## src/rtl/mmu_pkg.sv

```systemverilog
package mmu_pkg;
  typedef enum logic [1:0] {
    OP_NONE  = 2'd0,
    OP_ALLOC = 2'd1,
    OP_FREE  = 2'd2
  } mmu_op_e;
endpackage

```

## src/rtl/mmu_free_stack.sv

```systemverilog
module mmu_free_stack #(
  parameter int NUM_PAGES = 8
) (
  input  logic                             clk,
  input  logic                             rst,
  input  logic                             push_i,
  input  logic [$clog2(NUM_PAGES)-1:0]     push_id_i,
  input  logic                             pop_i,
  output logic [$clog2(NUM_PAGES)-1:0]     top_id_o,
  output logic [$clog2(NUM_PAGES+1)-1:0]   count_o
);
  localparam int PID_W = $clog2(NUM_PAGES);
  localparam int CNT_W = $clog2(NUM_PAGES + 1);

  logic [PID_W-1:0] slots [NUM_PAGES];
  logic [CNT_W-1:0] depth;
  logic [CNT_W-1:0] top_idx;

  assign top_idx  = depth - 1'b1;
  assign top_id_o = slots[top_idx[PID_W-1:0]];
  assign count_o  = depth;

  // reset fills the stack so that page 0 sits on top
  always_ff @(posedge clk) begin
    if (rst) begin
      depth <= CNT_W'(NUM_PAGES);
      for (int i = 0; i < NUM_PAGES; i++) begin
        slots[i] <= PID_W'(NUM_PAGES - 1 - i);
      end
    end else if (push_i) begin
      slots[depth[PID_W-1:0]] <= push_id_i;
      depth <= depth + 1'b1;
    end else if (pop_i) begin
      depth <= depth - 1'b1;
    end
  end
endmodule

```

## src/rtl/mmu_page_rows.sv

```systemverilog
module mmu_page_rows #(
  parameter int NUM_TASKS = 4,
  parameter int NUM_PAGES = 8,
  parameter int MAX_ROW   = 4
) (
  input  logic                           clk,
  input  logic                           rst,
  input  logic                           push_i,
  input  logic                           pop_i,
  input  logic [$clog2(NUM_TASKS)-1:0]   tid_i,
  input  logic [$clog2(NUM_PAGES)-1:0]   push_id_i,
  output logic [$clog2(NUM_PAGES)-1:0]   top_id_o,
  output logic [$clog2(MAX_ROW+1)-1:0]   cnt_o,
  input  logic [$clog2(NUM_TASKS)-1:0]   x_tid_i,
  input  logic [$clog2(MAX_ROW)-1:0]     x_slot_i,
  output logic [$clog2(NUM_PAGES)-1:0]   x_id_o,
  output logic [$clog2(MAX_ROW+1)-1:0]   x_cnt_o
);
  localparam int TASK_W = $clog2(NUM_TASKS);
  localparam int SLOT_W = $clog2(MAX_ROW);
  localparam int RC_W   = $clog2(MAX_ROW + 1);
  localparam int PID_W  = $clog2(NUM_PAGES);
  localparam int ENTRIES = NUM_TASKS * MAX_ROW;

  logic [PID_W-1:0] table_q [ENTRIES];
  logic [RC_W-1:0]  fill    [NUM_TASKS];
  logic [RC_W-1:0]  top_slot;
  logic [TASK_W+SLOT_W-1:0] wr_idx, top_idx, x_idx;

  assign cnt_o    = fill[tid_i];
  assign top_slot = cnt_o - 1'b1;
  assign wr_idx   = {tid_i, cnt_o[SLOT_W-1:0]};
  assign top_idx  = {tid_i, top_slot[SLOT_W-1:0]};
  assign x_idx    = {x_tid_i, x_slot_i};
  assign top_id_o = table_q[top_idx];
  assign x_id_o   = table_q[x_idx];
  assign x_cnt_o  = fill[x_tid_i];

  // table contents carry no reset; validity comes from the fill counters
  always_ff @(posedge clk) begin
    if (push_i) begin
      table_q[wr_idx] <= push_id_i;
    end
  end

  for (genvar g = 0; g < NUM_TASKS; g++) begin : g_fill
    always_ff @(posedge clk) begin
      if (rst) begin
        fill[g] <= '0;
      end else if (tid_i == TASK_W'(g)) begin
        if (push_i) begin
          fill[g] <= fill[g] + 1'b1;
        end else if (pop_i) begin
          fill[g] <= fill[g] - 1'b1;
        end
      end
    end
  end
endmodule

```

## src/rtl/paged_mmu.sv

```systemverilog
module paged_mmu
  import mmu_pkg::*;
#(
  parameter int NUM_TASKS  = 4,
  parameter int NUM_PAGES  = 8,
  parameter int MAX_ROW    = 4,
  parameter int PAGE_WORDS = 16,
  localparam int TASK_W = $clog2(NUM_TASKS),
  localparam int OFF_W  = $clog2(PAGE_WORDS),
  localparam int VA_W   = $clog2(MAX_ROW) + OFF_W,
  localparam int PA_W   = $clog2(NUM_PAGES) + OFF_W
) (
  input  logic              clk,
  input  logic              rst,
  input  logic [TASK_W-1:0] tid_i,
  input  logic [VA_W-1:0]   vaddr_i,
  input  logic              alloc_i,
  input  logic              free_i,
  output logic [PA_W-1:0]   paddr_o,
  output logic              xlat_fault_o,
  output logic              alloc_ok_o,
  output logic              alloc_err_o,
  output logic              free_ok_o,
  output logic              free_err_o
);
  localparam int PID_W  = $clog2(NUM_PAGES);
  localparam int SLOT_W = $clog2(MAX_ROW);
  localparam int RC_W   = $clog2(MAX_ROW + 1);
  localparam int FC_W   = $clog2(NUM_PAGES + 1);

  logic              defer_q;
  logic [TASK_W-1:0] defer_tid_q;
  mmu_op_e           op;
  logic [TASK_W-1:0] op_tid;
  logic              alloc_go, free_go, defer_set;

  logic [PID_W-1:0]  free_top, row_top, x_id;
  logic [FC_W-1:0]   free_cnt;
  logic [RC_W-1:0]   row_cnt, x_cnt;
  logic [SLOT_W-1:0] vslot;
  logic [OFF_W-1:0]  voff;
  logic              x_hit;

  // pick this edge's operation: deferred allocation, then release, then allocation
  always_comb begin
    op_tid = defer_q ? defer_tid_q : tid_i;
    if (defer_q) begin
      op = OP_ALLOC;
    end else if (free_i) begin
      op = OP_FREE;
    end else if (alloc_i) begin
      op = OP_ALLOC;
    end else begin
      op = OP_NONE;
    end
  end

  assign alloc_go  = (op == OP_ALLOC) && (free_cnt != '0) && (row_cnt != RC_W'(MAX_ROW));
  assign free_go   = (op == OP_FREE) && (row_cnt != '0);
  assign defer_set = !defer_q && free_i && alloc_i;

  mmu_free_stack #(.NUM_PAGES(NUM_PAGES)) u_free (
    .clk       (clk),
    .rst       (rst),
    .push_i    (free_go),
    .push_id_i (row_top),
    .pop_i     (alloc_go),
    .top_id_o  (free_top),
    .count_o   (free_cnt)
  );

  assign vslot = vaddr_i[VA_W-1:OFF_W];
  assign voff  = vaddr_i[OFF_W-1:0];

  mmu_page_rows #(
    .NUM_TASKS (NUM_TASKS),
    .NUM_PAGES (NUM_PAGES),
    .MAX_ROW   (MAX_ROW)
  ) u_rows (
    .clk       (clk),
    .rst       (rst),
    .push_i    (alloc_go),
    .pop_i     (free_go),
    .tid_i     (op_tid),
    .push_id_i (free_top),
    .top_id_o  (row_top),
    .cnt_o     (row_cnt),
    .x_tid_i   (tid_i),
    .x_slot_i  (vslot),
    .x_id_o    (x_id),
    .x_cnt_o   (x_cnt)
  );

  assign x_hit = RC_W'(vslot) < x_cnt;

  always_ff @(posedge clk) begin
    if (rst) begin
      defer_q      <= 1'b0;
      defer_tid_q  <= '0;
      paddr_o      <= '0;
      xlat_fault_o <= 1'b0;
      alloc_ok_o   <= 1'b0;
      alloc_err_o  <= 1'b0;
      free_ok_o    <= 1'b0;
      free_err_o   <= 1'b0;
    end else begin
      defer_q      <= defer_set;
      if (defer_set) begin
        defer_tid_q <= tid_i;
      end
      paddr_o      <= x_hit ? {x_id, voff} : '0;
      xlat_fault_o <= !x_hit;
      alloc_ok_o   <= alloc_go;
      alloc_err_o  <= (op == OP_ALLOC) && !alloc_go;
      free_ok_o    <= free_go;
      free_err_o   <= (op == OP_FREE) && !free_go;
    end
  end
endmodule

```

## config.mk

```make
export PLATFORM = sky130hd
export DESIGN_NAME = paged_mmu
export DESIGN_NICKNAME = d
export VERILOG_FILES = /design/src/rtl/mmu_pkg.sv /design/src/rtl/mmu_free_stack.sv /design/src/rtl/mmu_page_rows.sv /design/src/rtl/paged_mmu.sv
export SDC_FILE = /design/constraint.sdc
export NUM_CORES = 1
export LEC_CHECK = 0
export CAP_MARGIN = 20
export CELL_PAD_IN_SITES_DETAIL_PLACEMENT = 1
export CELL_PAD_IN_SITES_GLOBAL_PLACEMENT = 2
export CORE_MARGIN = 2
export CORE_UTILIZATION = 40
export CTS_CLUSTER_SIZE = 30
export DETAILED_ROUTE_END_ITERATION = 6
export GPL_TIMING_DRIVEN = 0
export HOLD_SLACK_MARGIN = 0.05
export PLACE_DENSITY = 0.74
export REMOVE_ABC_BUFFERS = 1
export SYNTH_ARGS = -nofsm -noshare
export SYNTH_HDL_FRONTEND = slang
export SYNTH_SLANG_ARGS = --single-unit
```

## constraint.sdc

```tcl
create_clock -name clk -period 5.7 [get_ports clk]
set_clock_uncertainty 0.2 [all_clocks]
set_input_delay 1.71 -clock clk [delete_from_list [all_inputs] [get_ports clk]]
set_output_delay 1.71 -clock clk [all_outputs]
set_load 0.02 [all_outputs]
```

After elaboration in Yosys (flattened, before gate mapping)
Memories as Yosys holds them, arrays and structs flattened. A register that Yosys moved wholly into a read port is not among the register bits.
Cells that the tools add are included.
- output and inout port bits: 12
- input port bits: 12
- flip-flop bits (word level): 19
- memories: 3
- bits in writable memories: 84
- logic and storage cells: 105
- bitwise operators: 9
- equal/unequal tests: 6
- reduce and logical (&&, ||, !) cells: 17
- $lt $le $gt $ge: 1
- multiplexer cells: 49
- $add $sub $neg: 11
- memory list (memory ; words ; width ; read ports ; clocked after memory_dff ; write ports ; RTL line ; text):
    u_rows.table_q ; 16 ; 3 ; 2 ; 1 ; 1 ; mmu_page_rows.sv:25 ; logic [PID_W-1:0] table_q [ENTRIES];
    u_free.slots ; 8 ; 3 ; 1 ; 0 ; 8 ; mmu_free_stack.sv:15 ; logic [PID_W-1:0] slots [NUM_PAGES];
    u_rows.fill ; 4 ; 3 ; 6 ; 0 ; 4 ; mmu_page_rows.sv:26 ; logic [RC_W-1:0] fill [NUM_TASKS];
- operators with widths (operator ; count):
    $mux W1 ; 34
    $mux W3 ; 10
    $add A3 B1 Y3 const B ; 4
    $sub A3 B1 Y3 const B ; 4
    $mux W4 ; 2
    $or A1 B1 Y1 ; 8
    $logic_and A1 B1 Y1 ; 7
    $eq A2 B2 Y1 const B ; 3
    $mux W2 ; 3
    $add A4 B1 Y4 const B ; 1
    $eq A2 B1 Y1 const B ; 2
    $logic_not A1 Y1 ; 4
    $reduce_bool A4 Y1 ; 1
    $sub A4 B1 Y4 const B ; 1
    $lt A2 B3 Y1 ; 1
    $ne A3 B3 Y1 const B ; 1
    $reduce_bool A3 Y1 ; 1
    $reduce_or A3 Y1 ; 1
    $logic_not A2 Y1 ; 1
    $reduce_bool A2 Y1 ; 1
    $reduce_or A2 Y1 ; 1
    $sub A2 B1 Y2 const B ; 1
    $not A1 Y1 ; 1

Longest topological paths before layout
- depth after elaboration: 12
- gate-level depth with buffers: 14
- gate-level depth less buffers: 12

Modules after synthesis
Synthesis repeated with hierarchy kept, for this count alone.
- cells, all modules: 375
- area, all modules: 5278.8 um^2
- modules (own cells, without submodules) (module ; area an instance (um^2) ; seq. area each (um^2) ; cells an instance ; times used):
    mmu_page_rows ; 3294.4 ; 1801.7 ; 210 ; 1
    mmu_free_stack ; 1435.1 ; 800.8 ; 113 ; 1
    paged_mmu ; 549.3 ; 300.3 ; 52 ; 1

Worst setup path after synthesis
OpenSTA, ideal clock, no wires.
- path type: input-to-reg
- start point: in tid_i[1]
- end point: mem u_rows.fill[2][2] (netlist bit), data pin
- setup slack: 0.873 ns
- library setup time: 0.270 ns
- arrival time: 4.357 ns
- required time: 5.230 ns
- path buffers: 2
- stages on the path: 14
- path through: buf_2 nor3b_1 nor2_1 o22ai_1 nor2_2 inv_1 ha_1 a21o_1 buf_6 or3_1 fa_1 xnor2_1 mux2i_1 nor3_1
- RTL lines (item ; RTL line ; text):
    start, declared ; paged_mmu.sv:15 ; input logic [TASK_W-1:0] tid_i,
    end, declared ; mmu_page_rows.sv:26 ;

==> metrics.cfg <==
[timing]
final_hold_viol_count = 0
tightest_slew_ns = 0.947
timing.hold.ws_ns = 0.344
maxSlewViolCount = 0
setup_violations = 0
fmax_mhz = 184
finalCritPeriodShare_pct = 95.5
period_minus_slack_ns = 5.44
relSlewSlack_pct = 36.7

[floorplanning]
start_util_pct = 40.6
num_rows = 42
die_width_um = 120
die-area_um2 = 14300
fp.dieH_um = 120
io_pins = 24
core_um2 = 13200

[synth]
netlist-cell-type-count = 54
ys_ff_latch = 103
syn_area_per_cell_um2 = 13.2
yosys_warnings = 0
ys_seq_area_share_pct = 54.2
async_flop_share_pct = 0
synth_area_um2 = 5360
synth-main-ff-cell = edfxtp_1
synth_edf_count = 84
syn_inst = 407

[layout]
multi_input_area_um2 = 2270
fin_nets = 445
fillCellCount = 1329
register_area_um2 = 2900
antenna_cells = 0
fin_area_um2 = 6100
final_cells = 600
drive_above_1_share_pct = 16.7
area_growth_pct = 13.8

[worst_setup_path]
worstSetupEndpointType = flop
crit_chain = clkdlybuf4s15_2 -> nor3b_1 -> nor2_4 -> o22ai_1 -> nor2_2 -> inv_1 -> ha_1 -> inv_1 -> o21a_1 -> nor2_2 -> o21ai_0
cp.arrival_ns = 5.24
crit_fanout = 18
setup.worst_path.start_class = primary input
crit_path_max_incr_delay_ns = 0.66
worstSetupPathType = primary input to flop
slowest_stage = o21a_1
crit_required_ns = 5.49

[clock_network]
clockBufferDepth = 2
cts_made_buffers = 9
clkLatencyLatePin_ns = 0.36
cts_tree = yes
cts.sinks = 103
htree_levels = 3
clock-root-buffer = clkbuf_16
clk_pin_slew_worst_paths_ns = 0.07

[power]
vdd_drop_max_uv = 166
power.density_nw_per_um2 = 349
p_leak_nw = 2.11

[global_route]
grt_overflow = 0
track_usage_pct = 19.3
grt_pass1_vias = 3595
antenna_found_initial = 0
grt_pass1_wl_um = 20500
grt_max_degree = 29

[routing]
routed_via_density = 5.76
via_count = 3454
drtIter0Drc = 186
drt_pre_antenna_iters = 4
postRouteWirelength_um = 13200
drc_errors = 0
ant_nets = 0
wl_per_cell_um = 22.0

[placed_design]
portBuffers = 23
routabilityCongestion = 0.809
dp_hpwl_um = 9240
placed_area_um2 = 5690
place_inst = 579

[worst_hold_path]
holdCritPathClass = flop to flop

[status]
status = complete, no violations

[run]
maxCapViolations = 0

-- final cells by class --
class,instances,area share [%]
multi-input cells,257,37.2
clock inverters,5,1.37
well taps,176,3.61
inverters,19,1.17
clock buffers,11,3.82
flip-flops and latches,103,47.6
repair buffers,29,5.27
-- synthesized netlist by cell type, types with 2 or more instances --
cell	number	area, µm²
nand2_1	19	71.3
nor4_2	2	25.0
ha_1	13	163
a221oi_1	3	26.3
dfxtp_1	19	380
nor3b_1	2	15.0
o21bai_2	2	22.5
mux2_2	6	67.6
nor4_1	8	50.1
and2_1	7	43.8
o22ai_1	14	87.6
nand2b_1	7	43.8
mux4_1	2	52.6
inv_1	19	71.3
or2_2	3	18.8
nand4_1	3	18.8
buf_6	4	45.0
clkbuf_1	16	60.1
buf_2	7	35.0
xor2_1	2	17.5
mux2i_1	32	320
edfxtp_1	84	2520
o221a_1	3	33.8
nor3_1	23	115
nand3_1	6	30.0
a21oi_1	7	35.0
nor2_2	2	12.5
mux4_2	23	518
nor2_1	23	86.3
and3_1	14	87.6
o21ai_0	7	35.0
or3_1	3	18.8
-- state kept, by name (all words and copies together) (netlist names) --
signal,count
free_err_o,1
xlat_fault_o,1
free_ok_o,1
u_rows.table_q,48
defer_tid_q,2
paddr_o,7
defer_q,1
u_free.slots,24
alloc_err_o,1
alloc_ok_o,1
u_rows.fill,12
u_free.count_o,4
-- through the flow --
stage | setup TNS, ns | power [mW] | setup WS (ns) | util, %
final | 0 | 2.13 | 0.256 | 46.2
after global routing | -0.00493 | 2.21 | -0.00368 | 46.2
after CTS | 0 | 2.14 | 0.135 | 45.7
after detailed placement | -95.49 | 1.47 | -1.15 | 43.2
after global placement | -95.38 | 1.45 | -1.19 | 43.0
after floorplan | 0 | 1.29 | 0.716 | -
-- where the power goes --
part	total [mW]	leakage, nW	switching, mW	internal, mW
combinational	0.503	1.05	0.309	0.194
sequential	0.961	0.921	0.0418	0.919
clock	0.667	0.146	0.281	0.386
-- cells by family (layout without fill, tap and decap cells) --
family,after synthesis,count (layout),synth area share [%]
flip-flops,103,103,54.2
AND/OR/NAND/NOR,127,127,12.9
XOR/XNOR,3,3,0.490
multiplexers,63,63,17.9
buffers and inverters,47,64,4.01
AO/OA/AOI/OAI,50,50,7.12
adder cells (fa/ha/maj),14,14,3.41
-- critical path: cells and delay by family --
kind / cells / cell delay (ns)
compound gates: 3 / 1.30
fa+ha+maj: 1 / 0.33
buf+inv: 3 / 0.73
simple gates: 4 / 1.15
-- cells in the final DEF, fill, tap and decap left out, types with 3 or more instances in the layout --
| cell type | count |
|---|---|
| o21ai_0 | 7 |
| buf_4 | 3 |
| mux4_2 | 23 |
| inv_1 | 19 |
| o22ai_1 | 14 |
| nand4_1 | 3 |
| a21oi_1 | 7 |
| nor4_1 | 8 |
| or2_2 | 3 |
| nand2_1 | 19 |
| dfxtp_1 | 19 |
| and2_1 | 6 |
| clkdlybuf4s50_1 | 21 |
| mux2_2 | 6 |
| o221a_1 | 3 |
| ha_1 | 13 |
| nand3_1 | 6 |
| nand2b_1 | 7 |
| clkbuf_16 | 9 |
| mux2i_1 | 32 |
| a221oi_1 | 3 |
| nor3_1 | 23 |
| or3_1 | 3 |
| and3_1 | 14 |
| edfxtp_1 | 84 |
| nor2_1 | 21 |
-- path summary, 6_finish.rpt --
path	cells past startpoint	startpoint	endpoint	slack, ns
max	11	tid_i[1]	u_rows.fill[0][2]	0.26
min	2	u_free.count_o[3]	u_free.count_o[3]	0.34
max reg2reg	10	defer_q	u_rows.fill[0][2]	1.34
min reg2reg	2	u_free.count_o[3]	u_free.count_o[3]	0.34
-- routing by layer --
metal  vias up  routed length (µm)  track usage [%]
li1       1589                   -                -
met1      1772                6040             25.8
met2        71                6460             31.5
met3        22                 393             2.90
met4         0                 301             8.53
met5         -                   0                0
-- repair_timing --
action | in CTS | in global routing
resized for setup | 10 | 2
setup buffers | 0 | 3
setup endpoints to repair | 123 | 13
hold buffers | 0 | 0
cloned | 0 | 0
No activity file was read; power rests on OpenSTA's default activity.
